`src/rtl/sreg_pkg.sv`:
```
package sreg_pkg;

   localparam int NUM_MODES = 3;
   localparam int BSEL_W    = 2;

   // Level codes, also the bank numbers.
   localparam logic [BSEL_W-1:0] LVL_USR = 2'd0;
   localparam logic [BSEL_W-1:0] LVL_SUP = 2'd1;
   localparam logic [BSEL_W-1:0] LVL_FLT = 2'd2;

   typedef enum logic [3:0] {
      SR_LINK     = 4'd0,
      SR_PC_CUR   = 4'd1,
      SR_SP_CUR   = 4'd2,
      SR_PC_USR   = 4'd3,
      SR_SP_USR   = 4'd4,
      SR_PC_SUP   = 4'd5,
      SR_SP_SUP   = 4'd6,
      SR_PC_FLT   = 4'd7,
      SR_SP_FLT   = 4'd8,
      SR_STAT     = 4'd9,
      SR_XREC_SUP = 4'd10,
      SR_XREC_FLT = 4'd11
   } sreg_idx_e;

   typedef enum logic [2:0] {
      K_NONE,
      K_LINK,
      K_PC,
      K_SP,
      K_STAT,
      K_XREC
   } sreg_kind_e;

endpackage

```
`src/rtl/sreg_access_ctrl.sv`:
```
module sreg_access_ctrl
   import sreg_pkg::*;
#(
   parameter int IDX_W = 4
) (
   input  logic [IDX_W-1:0]     idx,
   input  logic [NUM_MODES-1:0] mode_oh,
   output sreg_kind_e           kind,
   output logic [BSEL_W-1:0]    bank,
   output logic                 writable,
   output logic                 denied
);

   logic              user_lvl;
   logic [BSEL_W-1:0] cur_bank;
   logic              hi_zero;
   logic [3:0]        lo_idx;

   assign user_lvl = mode_oh[0];
   assign cur_bank = mode_oh[2] ? LVL_FLT : (mode_oh[1] ? LVL_SUP : LVL_USR);
   assign lo_idx   = idx[3:0];

   generate
      if (IDX_W > 4) begin : g_wide
         assign hi_zero = (idx[IDX_W-1:4] == '0);
      end else begin : g_narrow
         assign hi_zero = 1'b1;
      end
   endgenerate

   always_comb begin
      kind     = K_NONE;
      bank     = LVL_USR;
      writable = 1'b0;
      denied   = 1'b0;
      if (hi_zero) begin
         case (sreg_idx_e'(lo_idx))
            SR_LINK:     begin kind = K_LINK; writable = 1'b1; end
            SR_PC_CUR:   begin kind = K_PC; bank = cur_bank; writable = 1'b1; end
            SR_SP_CUR:   begin kind = K_SP; bank = cur_bank; writable = 1'b1; end
            SR_PC_USR:   begin kind = K_PC; bank = LVL_USR;  writable = 1'b1; end
            SR_SP_USR:   begin kind = K_SP; bank = LVL_USR;  writable = 1'b1; end
            SR_PC_SUP:   begin kind = K_PC; bank = LVL_SUP;  writable = 1'b1; denied = user_lvl; end
            SR_SP_SUP:   begin kind = K_SP; bank = LVL_SUP;  writable = 1'b1; denied = user_lvl; end
            SR_PC_FLT:   begin kind = K_PC; bank = LVL_FLT;  writable = 1'b1; denied = user_lvl; end
            SR_SP_FLT:   begin kind = K_SP; bank = LVL_FLT;  writable = 1'b1; denied = user_lvl; end
            SR_STAT:     begin kind = K_STAT; writable = !user_lvl; end
            SR_XREC_SUP: begin kind = K_XREC; bank = LVL_SUP; denied = user_lvl; end
            SR_XREC_FLT: begin kind = K_XREC; bank = LVL_FLT; denied = user_lvl; end
            default:     kind = K_NONE;
         endcase
      end
   end

endmodule

```
`src/rtl/sreg_bank.sv`:
```
module sreg_bank
   import sreg_pkg::*;
#(
   parameter int XLEN = 32
) (
   input  logic                             clk,
   input  logic                             rst_n,
   input  logic                             link_we,
   input  logic                             pc_we,
   input  logic                             sp_we,
   input  logic [BSEL_W-1:0]                wsel,
   input  logic [XLEN-1:0]                  wdata,
   output logic [XLEN-1:0]                  link_q,
   output logic [NUM_MODES-1:0][XLEN-1:0]   pc_q,
   output logic [NUM_MODES-1:0][XLEN-1:0]   sp_q
);

   always_ff @(posedge clk) begin
      if (!rst_n)       link_q <= '0;
      else if (link_we) link_q <= wdata;
   end

   for (genvar b = 0; b < NUM_MODES; b++) begin : g_lvl
      always_ff @(posedge clk) begin
         if (!rst_n) begin
            pc_q[b] <= '0;
            sp_q[b] <= '0;
         end else begin
            if (pc_we && wsel == BSEL_W'(b)) pc_q[b] <= wdata;
            if (sp_we && wsel == BSEL_W'(b)) sp_q[b] <= wdata;
         end
      end
   end

endmodule

```
`src/rtl/sreg_status.sv`:
```
module sreg_status
   import sreg_pkg::*;
#(
   parameter int XLEN      = 32,
   parameter int NUM_FLAGS = 4,
   parameter int XID_W     = 8,
   parameter int XARG_W    = 24
) (
   input  logic                           clk,
   input  logic                           rst_n,
   input  logic                           sw_we,
   input  logic [NUM_FLAGS-1:0]           sw_flags,
   input  logic                           alu_we,
   input  logic [NUM_FLAGS-1:0]           alu_flags,
   input  logic                           trap_en,
   input  logic [BSEL_W-1:0]              trap_mode,
   input  logic [XID_W-1:0]               trap_id,
   input  logic [XARG_W-1:0]              trap_arg,
   output logic [XLEN-1:0]                stat_word,
   output logic [NUM_MODES-1:0]           mode_oh,
   output logic [NUM_MODES-1:0][XLEN-1:0] xrec_q
);

   localparam int FLAG_LSB = 0;
   localparam int MODE_LSB = 8;

   logic [NUM_FLAGS-1:0] flags_q;
   logic                 trap_ok;

   assign trap_ok = trap_en && (trap_mode < BSEL_W'(NUM_MODES));

   // Software value has priority over the ALU.
   always_ff @(posedge clk) begin
      if (!rst_n)      flags_q <= '0;
      else if (sw_we)  flags_q <= sw_flags;
      else if (alu_we) flags_q <= alu_flags;
   end

   always_ff @(posedge clk) begin
      if (!rst_n)       mode_oh <= NUM_MODES'(1) << LVL_SUP;
      else if (trap_ok) mode_oh <= NUM_MODES'(1) << trap_mode;
   end

   for (genvar m = 0; m < NUM_MODES; m++) begin : g_xrec
      if (m == 0) begin : g_none
         assign xrec_q[m] = '0;
      end else begin : g_reg
         always_ff @(posedge clk) begin
            if (!rst_n)
               xrec_q[m] <= '0;
            else if (trap_ok && trap_mode == BSEL_W'(m))
               xrec_q[m] <= {trap_id, trap_arg};
         end
      end
   end

   always_comb begin
      stat_word = '0;
      stat_word[FLAG_LSB +: NUM_FLAGS] = flags_q;
      stat_word[MODE_LSB +: NUM_MODES] = mode_oh;
   end

endmodule

```
`src/rtl/mbank_sreg_file.sv`:
```
module mbank_sreg_file
   import sreg_pkg::*;
#(
   parameter int XLEN      = 32,
   parameter int IDX_W     = 4,
   parameter int NUM_FLAGS = 4,
   parameter int XID_W     = 8,
   parameter int XARG_W    = 24
) (
   input  logic                 clk,
   input  logic                 rst_n,
   input  logic                 rd_en,
   input  logic [IDX_W-1:0]     rd_idx,
   output logic [XLEN-1:0]      rd_data,
   input  logic                 wr_en,
   input  logic [IDX_W-1:0]     wr_idx,
   input  logic [XLEN-1:0]      wr_data,
   input  logic                 alu_flag_we,
   input  logic [NUM_FLAGS-1:0] alu_flags,
   input  logic                 trap_en,
   input  logic [1:0]           trap_mode,
   input  logic [XID_W-1:0]     trap_id,
   input  logic [XARG_W-1:0]    trap_arg,
   output logic [NUM_MODES-1:0] cur_mode,
   output logic                 priv_viol
);

   generate
      if (XID_W + XARG_W != XLEN) begin : g_bad_rec
         $error("exception record fields must fill XLEN");
      end
      if (XLEN < 11 || NUM_FLAGS != 4) begin : g_bad_stat
         $error("status word needs XLEN >= 11 and four flags");
      end
      if (IDX_W < 4) begin : g_bad_idx
         $error("IDX_W must be at least 4");
      end
   endgenerate

   sreg_kind_e        rk, wk;
   logic [BSEL_W-1:0] rbank, wbank;
   logic              rwr_unused, r_denied;
   logic              w_ok_kind, w_denied;
   logic              w_go;

   logic [XLEN-1:0]                  link_q;
   logic [NUM_MODES-1:0][XLEN-1:0]   pc_q, sp_q, xrec_q;
   logic [XLEN-1:0]                  psr_w;
   logic [NUM_MODES-1:0]             mode_oh;

   sreg_access_ctrl #(.IDX_W(IDX_W)) u_rd_ctrl (
      .idx(rd_idx), .mode_oh(mode_oh), .kind(rk), .bank(rbank),
      .writable(rwr_unused), .denied(r_denied)
   );

   sreg_access_ctrl #(.IDX_W(IDX_W)) u_wr_ctrl (
      .idx(wr_idx), .mode_oh(mode_oh), .kind(wk), .bank(wbank),
      .writable(w_ok_kind), .denied(w_denied)
   );

   assign w_go = wr_en && w_ok_kind && !w_denied;

   sreg_bank #(.XLEN(XLEN)) u_bank (
      .clk(clk), .rst_n(rst_n),
      .link_we(w_go && wk == K_LINK),
      .pc_we(w_go && wk == K_PC),
      .sp_we(w_go && wk == K_SP),
      .wsel(wbank), .wdata(wr_data),
      .link_q(link_q), .pc_q(pc_q), .sp_q(sp_q)
   );

   sreg_status #(
      .XLEN(XLEN), .NUM_FLAGS(NUM_FLAGS), .XID_W(XID_W), .XARG_W(XARG_W)
   ) u_stat (
      .clk(clk), .rst_n(rst_n),
      .sw_we(w_go && wk == K_STAT), .sw_flags(wr_data[NUM_FLAGS-1:0]),
      .alu_we(alu_flag_we), .alu_flags(alu_flags),
      .trap_en(trap_en), .trap_mode(trap_mode),
      .trap_id(trap_id), .trap_arg(trap_arg),
      .stat_word(psr_w), .mode_oh(mode_oh), .xrec_q(xrec_q)
   );

   always_comb begin
      rd_data = '0;
      if (!r_denied) begin
         case (rk)
            K_LINK:  rd_data = link_q;
            K_PC:    rd_data = pc_q[rbank];
            K_SP:    rd_data = sp_q[rbank];
            K_STAT:  rd_data = psr_w;
            K_XREC:  rd_data = xrec_q[rbank];
            default: rd_data = '0;
         endcase
      end
   end

   always_ff @(posedge clk) begin
      if (!rst_n) priv_viol <= 1'b0;
      else        priv_viol <= (rd_en && r_denied) || (wr_en && w_denied);
   end

   assign cur_mode = mode_oh;

endmodule

```
`config.mk`:
```
export PLATFORM = sky130hd
export DESIGN_NAME = mbank_sreg_file
export DESIGN_NICKNAME = d
export VERILOG_FILES = /design/src/rtl/sreg_pkg.sv /design/src/rtl/sreg_access_ctrl.sv /design/src/rtl/sreg_bank.sv /design/src/rtl/sreg_status.sv /design/src/rtl/mbank_sreg_file.sv
export SDC_FILE = /design/constraint.sdc
export NUM_CORES = 1
export LEC_CHECK = 0
export CORE_MARGIN = 4
export CORE_UTILIZATION = 66
export DETAILED_ROUTE_END_ITERATION = 8
export DONT_BUFFER_PORTS = 1
export HOLD_SLACK_MARGIN = 0.05
export PLACE_DENSITY_LB_ADDON = 0.25
export SYNTH_ARGS = -nofsm -noshare
export SYNTH_HDL_FRONTEND = slang
export SYNTH_SLANG_ARGS = --single-unit
```
`constraint.sdc`:
```
create_clock -name clk -period 7.1 [get_ports clk]
set_input_delay 1.42 -clock clk [delete_from_list [all_inputs] [get_ports clk]]
set_output_delay 1.42 -clock clk [all_outputs]
set_load 0.05 [all_outputs]
```
Word level (Yosys, flattened, before mapping)
Cells that the tools add are included.
{ "totals": {"output_inout_bits": 36, "input_bits": 84, "elab_cells": 108, "regBits": 296} }
{ "op_classes": {"n_mux": 19, "shift": 1, "n_eq_ne": 35, "n_lt_le_gt_ge": 2, "reduce_logical": 39} }
{ "ops": {"columns": ["operator", "n"], "rows": [
  ["binary-select mux 32 bit (select 2 bit)", 3],
  ["case mux 32 bit (5 select lines)", 1],
  ["2-to-1 mux 32 bit", 4],
  ["== test 4 x 3 -> 1 bit, second input constant", 8],
  ["== test 4 bit, second input constant", 8],
  ["case mux 3 bit (5 select lines)", 2],
  ["logical AND 1 bit", 17],
  ["== test 4 x 2 -> 1 bit, second input constant", 4],
  ["OR reduction 4 bit", 4],
  ["== test 3 x 2 -> 1 bit, second input constant", 4],
  ["case mux 2 bit (3 select lines)", 2],
  ["OR reduction 3 bit", 4],
  ["OR reduction 6 bit", 2],
  ["== test 3 bit, second input constant", 3],
  ["OR reduction 9 bit", 1],
  ["== test 4 x 1 -> 1 bit, second input constant", 2],
  ["zero test 4 bit", 2],
  ["2-to-1 mux 4 bit", 2],
  ["OR reduction 2 bit", 4],
  ["== test 3 x 1 -> 1 bit, second input constant", 2],
  ["== test 2 x 1 -> 1 bit, second input constant", 2],
  ["== test 2 bit, second input constant", 2],
  ["< comparator 2 x 3 -> 1 bit, second input constant", 1],
  ["2-to-1 mux 1 bit", 3],
  ["8 further kinds", 9]
]} }

Logic depth before layout (Yosys ltp)
{ "depth": {"ltp_word": 7, "depth_mapped": 9, "ltp_nobuf": 5} }

Cells and area by module
A second synthesis with hierarchy kept.
{ "hier_totals": {"hier_cells": 1611, "area_unflattened_um2": 14644.0} }
{ "by_module_without_submodules": {"columns": ["module", "area_per_inst_um2", "n_inst", "cells_per_inst"], "rows": [
  ["sreg_bank", 8122.8, 1, 766],
  ["sreg_status", 3144.3, 1, 378],
  ["mbank_sreg_file", 3011.6, 1, 417],
  ["sreg_access_ctrl", 182.7, 2, 25]
]} }

Least setup slack after synthesis
OpenSTA, ideal clock, no wires.
{ "synth_path": {"path_type": "input to output", "start": "input rd_idx[0]", "end": "output rd_data[13]", "setup_slack_ns": 2.001, "path_stages": 8, "t_arrival_ns": 3.679, "n_path_buf": 3, "cell_sequence": "buf_6 or2_1 buf_6 a221oi_4 buf_4 nand2_1 and3_1 o221ai_1"} }
{ "synth_between": {"elab_chain_cells": 7, "word_cells_on_any_way": 35, "classes_between": "eq/ne: 16; mux: 11; reduce/logical: 8"} }
{ "synth_rtl": {"columns": ["item", "line_no", "source"], "rows": [
  ["start: declaration", "mbank_sreg_file.sv:13", "input logic [IDX_W-1:0] rd_idx,"],
  ["== test 4 x 3 -> 1 bit (tied with other cells)", "sreg_access_ctrl.sv:37", "case (sreg_idx_e'(lo_idx))"],
  ["OR reduction 3 bit (no line) or OR reduction 2 bit (tied branches)", null, null],
  ["case mux 2 bit (3 select lines)", "sreg_access_ctrl.sv:37", null],
  ["binary-select mux 32 bit (select 2 bit), on equally long branches", "mbank_sreg_file.sv:91, mbank_sreg_file.sv:88, mbank_sreg_file.sv:89", null],
  ["2-to-1 mux 32 bit, on equally long branches", "mbank_sreg_file.sv:91, mbank_sreg_file.sv:88, mbank_sreg_file.sv:89", null],
  ["case mux 32 bit (5 select lines)", "mbank_sreg_file.sv:86", "case (rk)"],
  ["2-to-1 mux 32 bit (*)", "mbank_sreg_file.sv:85", "if (!r_denied) begin"],
  ["end: declaration", "mbank_sreg_file.sv:14", "output logic [XLEN-1:0] rd_data,"]
]} }
Mark *: on every way between the ends. The rest lies on a longest branch, timed or not. The select of a mux whose other input is x is not followed.

Final worst setup path
{ "layout_path": {"start": "input rd_idx[0]", "end": "output rd_data[5]"} }
Same word-level chain as after synthesis.

==> results.yml <==
flow_run:
  maxCapViolations: 0
logic_synthesis:
  synth_area_um2: 13300
  synth_largest_area_cell: "dfxtp_1"
  ys_warn_count: 0
  synth_area_leaders: "dfxtp_1 45%, mux2i_1 12%, nand2_1 9.3%"
  syn_nets: 1583
  synth_area_per_cell_um2: 8.86
  ys_seq_elements: 296
  synth_top_area_share_pct: 44.6
  synth.most_common_cell: "nand2_1"
  async_flop_share_pct: 0
  synth_edf_count: 0
  synth_cells: 1499
  synth_common_cells: "329 x nand2_1, 296 x dfxtp_1, 158 x mux2i_1"
  synth_cell_types: 48
  yosysSeqAreaShare_pct: 44.6
  synthFlopType: "dfxtp_1"
placement:
  placed_cells: 1676
  dp_hpwl_um: 23000
  port_buffers: 0
  gp_congestion: 0.921
setup_path:
  required_ns: 5.68
  cp-start-kind: "input port"
  arrival_ns: 4.13
  cp_max_fo: 64
  critPathKind: "in -> out"
  crit_path_end_kind: "output port"
drt:
  drt_iter0_markers: 1278
  drt_pass1_iterations: 7
  vias_per_cell: 6.39
  drc: 0
  wl_per_cell_um: 21.5
  postRouteAntennaNets: 0
  wirelength_um: 37200
  via_count: 11058
clock_network:
  cts_buffer_depth: 3
  cts_max_level: 1
  cts-root-buf: "clkbuf_16"
  ctsHoldBuffers: 0
  insertion_delay_ns: 0.56
  postCtsSetupRepairBufs: 0
  cts_buffers: 30
  cts_resized: 0
  cts_tree: "done"
  clkSlewWorstSetupHoldPaths_ns: 0.06
  clock_sinks: 296
die:
  die_height_um: 150
  start_util_pct: 67.6
  die-area_um2: 22500
  die_x_um: 150
  fp-row-count: 51
  pin_count: 120
  core_um2: 19700
global_route:
  grt_pass1_vias: 10769
  grtUsageTotal_pct: 32.8
  grt_max_degree: 329
  antenna_found_initial: 0
  grt_pass1_wl_um: 58900
  grt_overflow: 0
sta:
  rsz0062_at_grt: "false"
  period_needed_ns: 5.55
  max_slew_margin_pct: 8.97
  tns_ns: 0
  timing.final.crit_share_pct: 78.2
  hold_viol: 0
  maxSlewViolCount: 0
  fmax_ghz: 0.180
  finalSetupViolations: 0
  tightest_slew_ns: 1.37
  fin_skew_ns: 0.0100
final_layout:
  num_antenna_cells: 0
  syn2layout_area_growth_pct: 8.32
  fin_cells: 1730
  drive_above_1_share_pct: 7.92
  final_nets: 1527
pwr:
  p_leak_nw: 5.38
  vdd_drop_max_v: 0.000218
  power_mw: 3.59
  powerDensity_nw_per_um2: 250
worst_hold_path:
  min_path_type: "reg -> reg"
run_status:
  status: "finished clean"
## final timing paths
check | to | startpoint | depth (start not counted) | slack, ns
hold / removal | u_bank.sp_q[18]$_SDFFE_PN0P_ | u_bank.sp_q[18]$_SDFFE_PN0P_ | 2 | 0.46
hold reg to reg | u_bank.sp_q[18]$_SDFFE_PN0P_ | u_bank.sp_q[18]$_SDFFE_PN0P_ | 2 | 0.46
setup reg to reg | u_bank.sp_q[91]$_SDFFE_PN0P_ | u_stat.mode_oh[0]$_SDFFE_PN0P_ | 4 | 3.98
setup / recovery | rd_data[5] | rd_idx[0] | 7 | 1.55
## cell families (layout without fill, tap and decap cells)
family	count (synthesis)	count (layout)	synth area share (%)
buf+inv	137	103	4.86
flops	296	296	44.6
xor+xnor	6	6	0.452
simple gates	518	518	17.3
mux	178	178	13.6
compound gates	364	364	19.1
## area by class of cell
| cell class | count | area (µm²) |
|---|---|---|
| sequential | 296 | 5930 |
| tap | 265 | 332 |
| inverter | 3 | 11.3 |
| clock inverter | 10 | 114 |
| clock buffer | 44 | 873 |
| timing repair buffer | 46 | 358 |
| fill | 1526 | 5270 |
| multi-input combinational | 1066 | 6770 |
## flip-flops by register name (all words and copies together) (netlist names)
name	cells
u_stat.flags_q	4
u_stat.mode_oh	3
u_bank.link_q	32
u_bank.pc_q	96
u_bank.sp_q	96
u_stat.xrec_q	64
priv_viol	1
## where the power goes
part / switching [mW] / internal, mW
Combinational: 0.184 / 0.101
Clock: 0.653 / 0.921
Sequential: 0.0312 / 1.70
## per-stage QoR
step	hold slack, ns	instance area, µm²	setup WS [ns]	util [%]
floorplan	0.434	13300	2.00	-
global placement	0.441	13400	1.66	68.2
detailed placement	0.448	13400	1.59	68.2
CTS	0.459	14400	1.60	73.2
global route	0.475	14400	1.38	73.2
finish	0.456	14400	1.55	73.2
## cell usage in the layout, fill, tap and decap left out, drive strengths merged, types with 26 or more instances in the layout
cell type and n:
nand3 97, nand2 329, o2bb2ai 26, nor2b 40, clkbuf 44, mux2i 158, a21boi 97, buf 46
dfxtp 296, o21ai 113, o221ai 34, a22oi 66
## routing by layer
layer / share of wire (%) / track usage (%)
met2: 43 / 47.9
met4: 2.5 / 10.2
met1: 42 / 47.1
met3: 13 / 9.54
met5: 0 / 0
## critical path, stage by stage
cell and delay, ns:
or2_1 0.70, a221oi_4 0.53, buf_12 0.42, mux2_2 0.39, mux2i_1 0.21, o221ai_1 0.16
buf_4 0.25
Note: power is estimated with default switching activity, not from simulation.
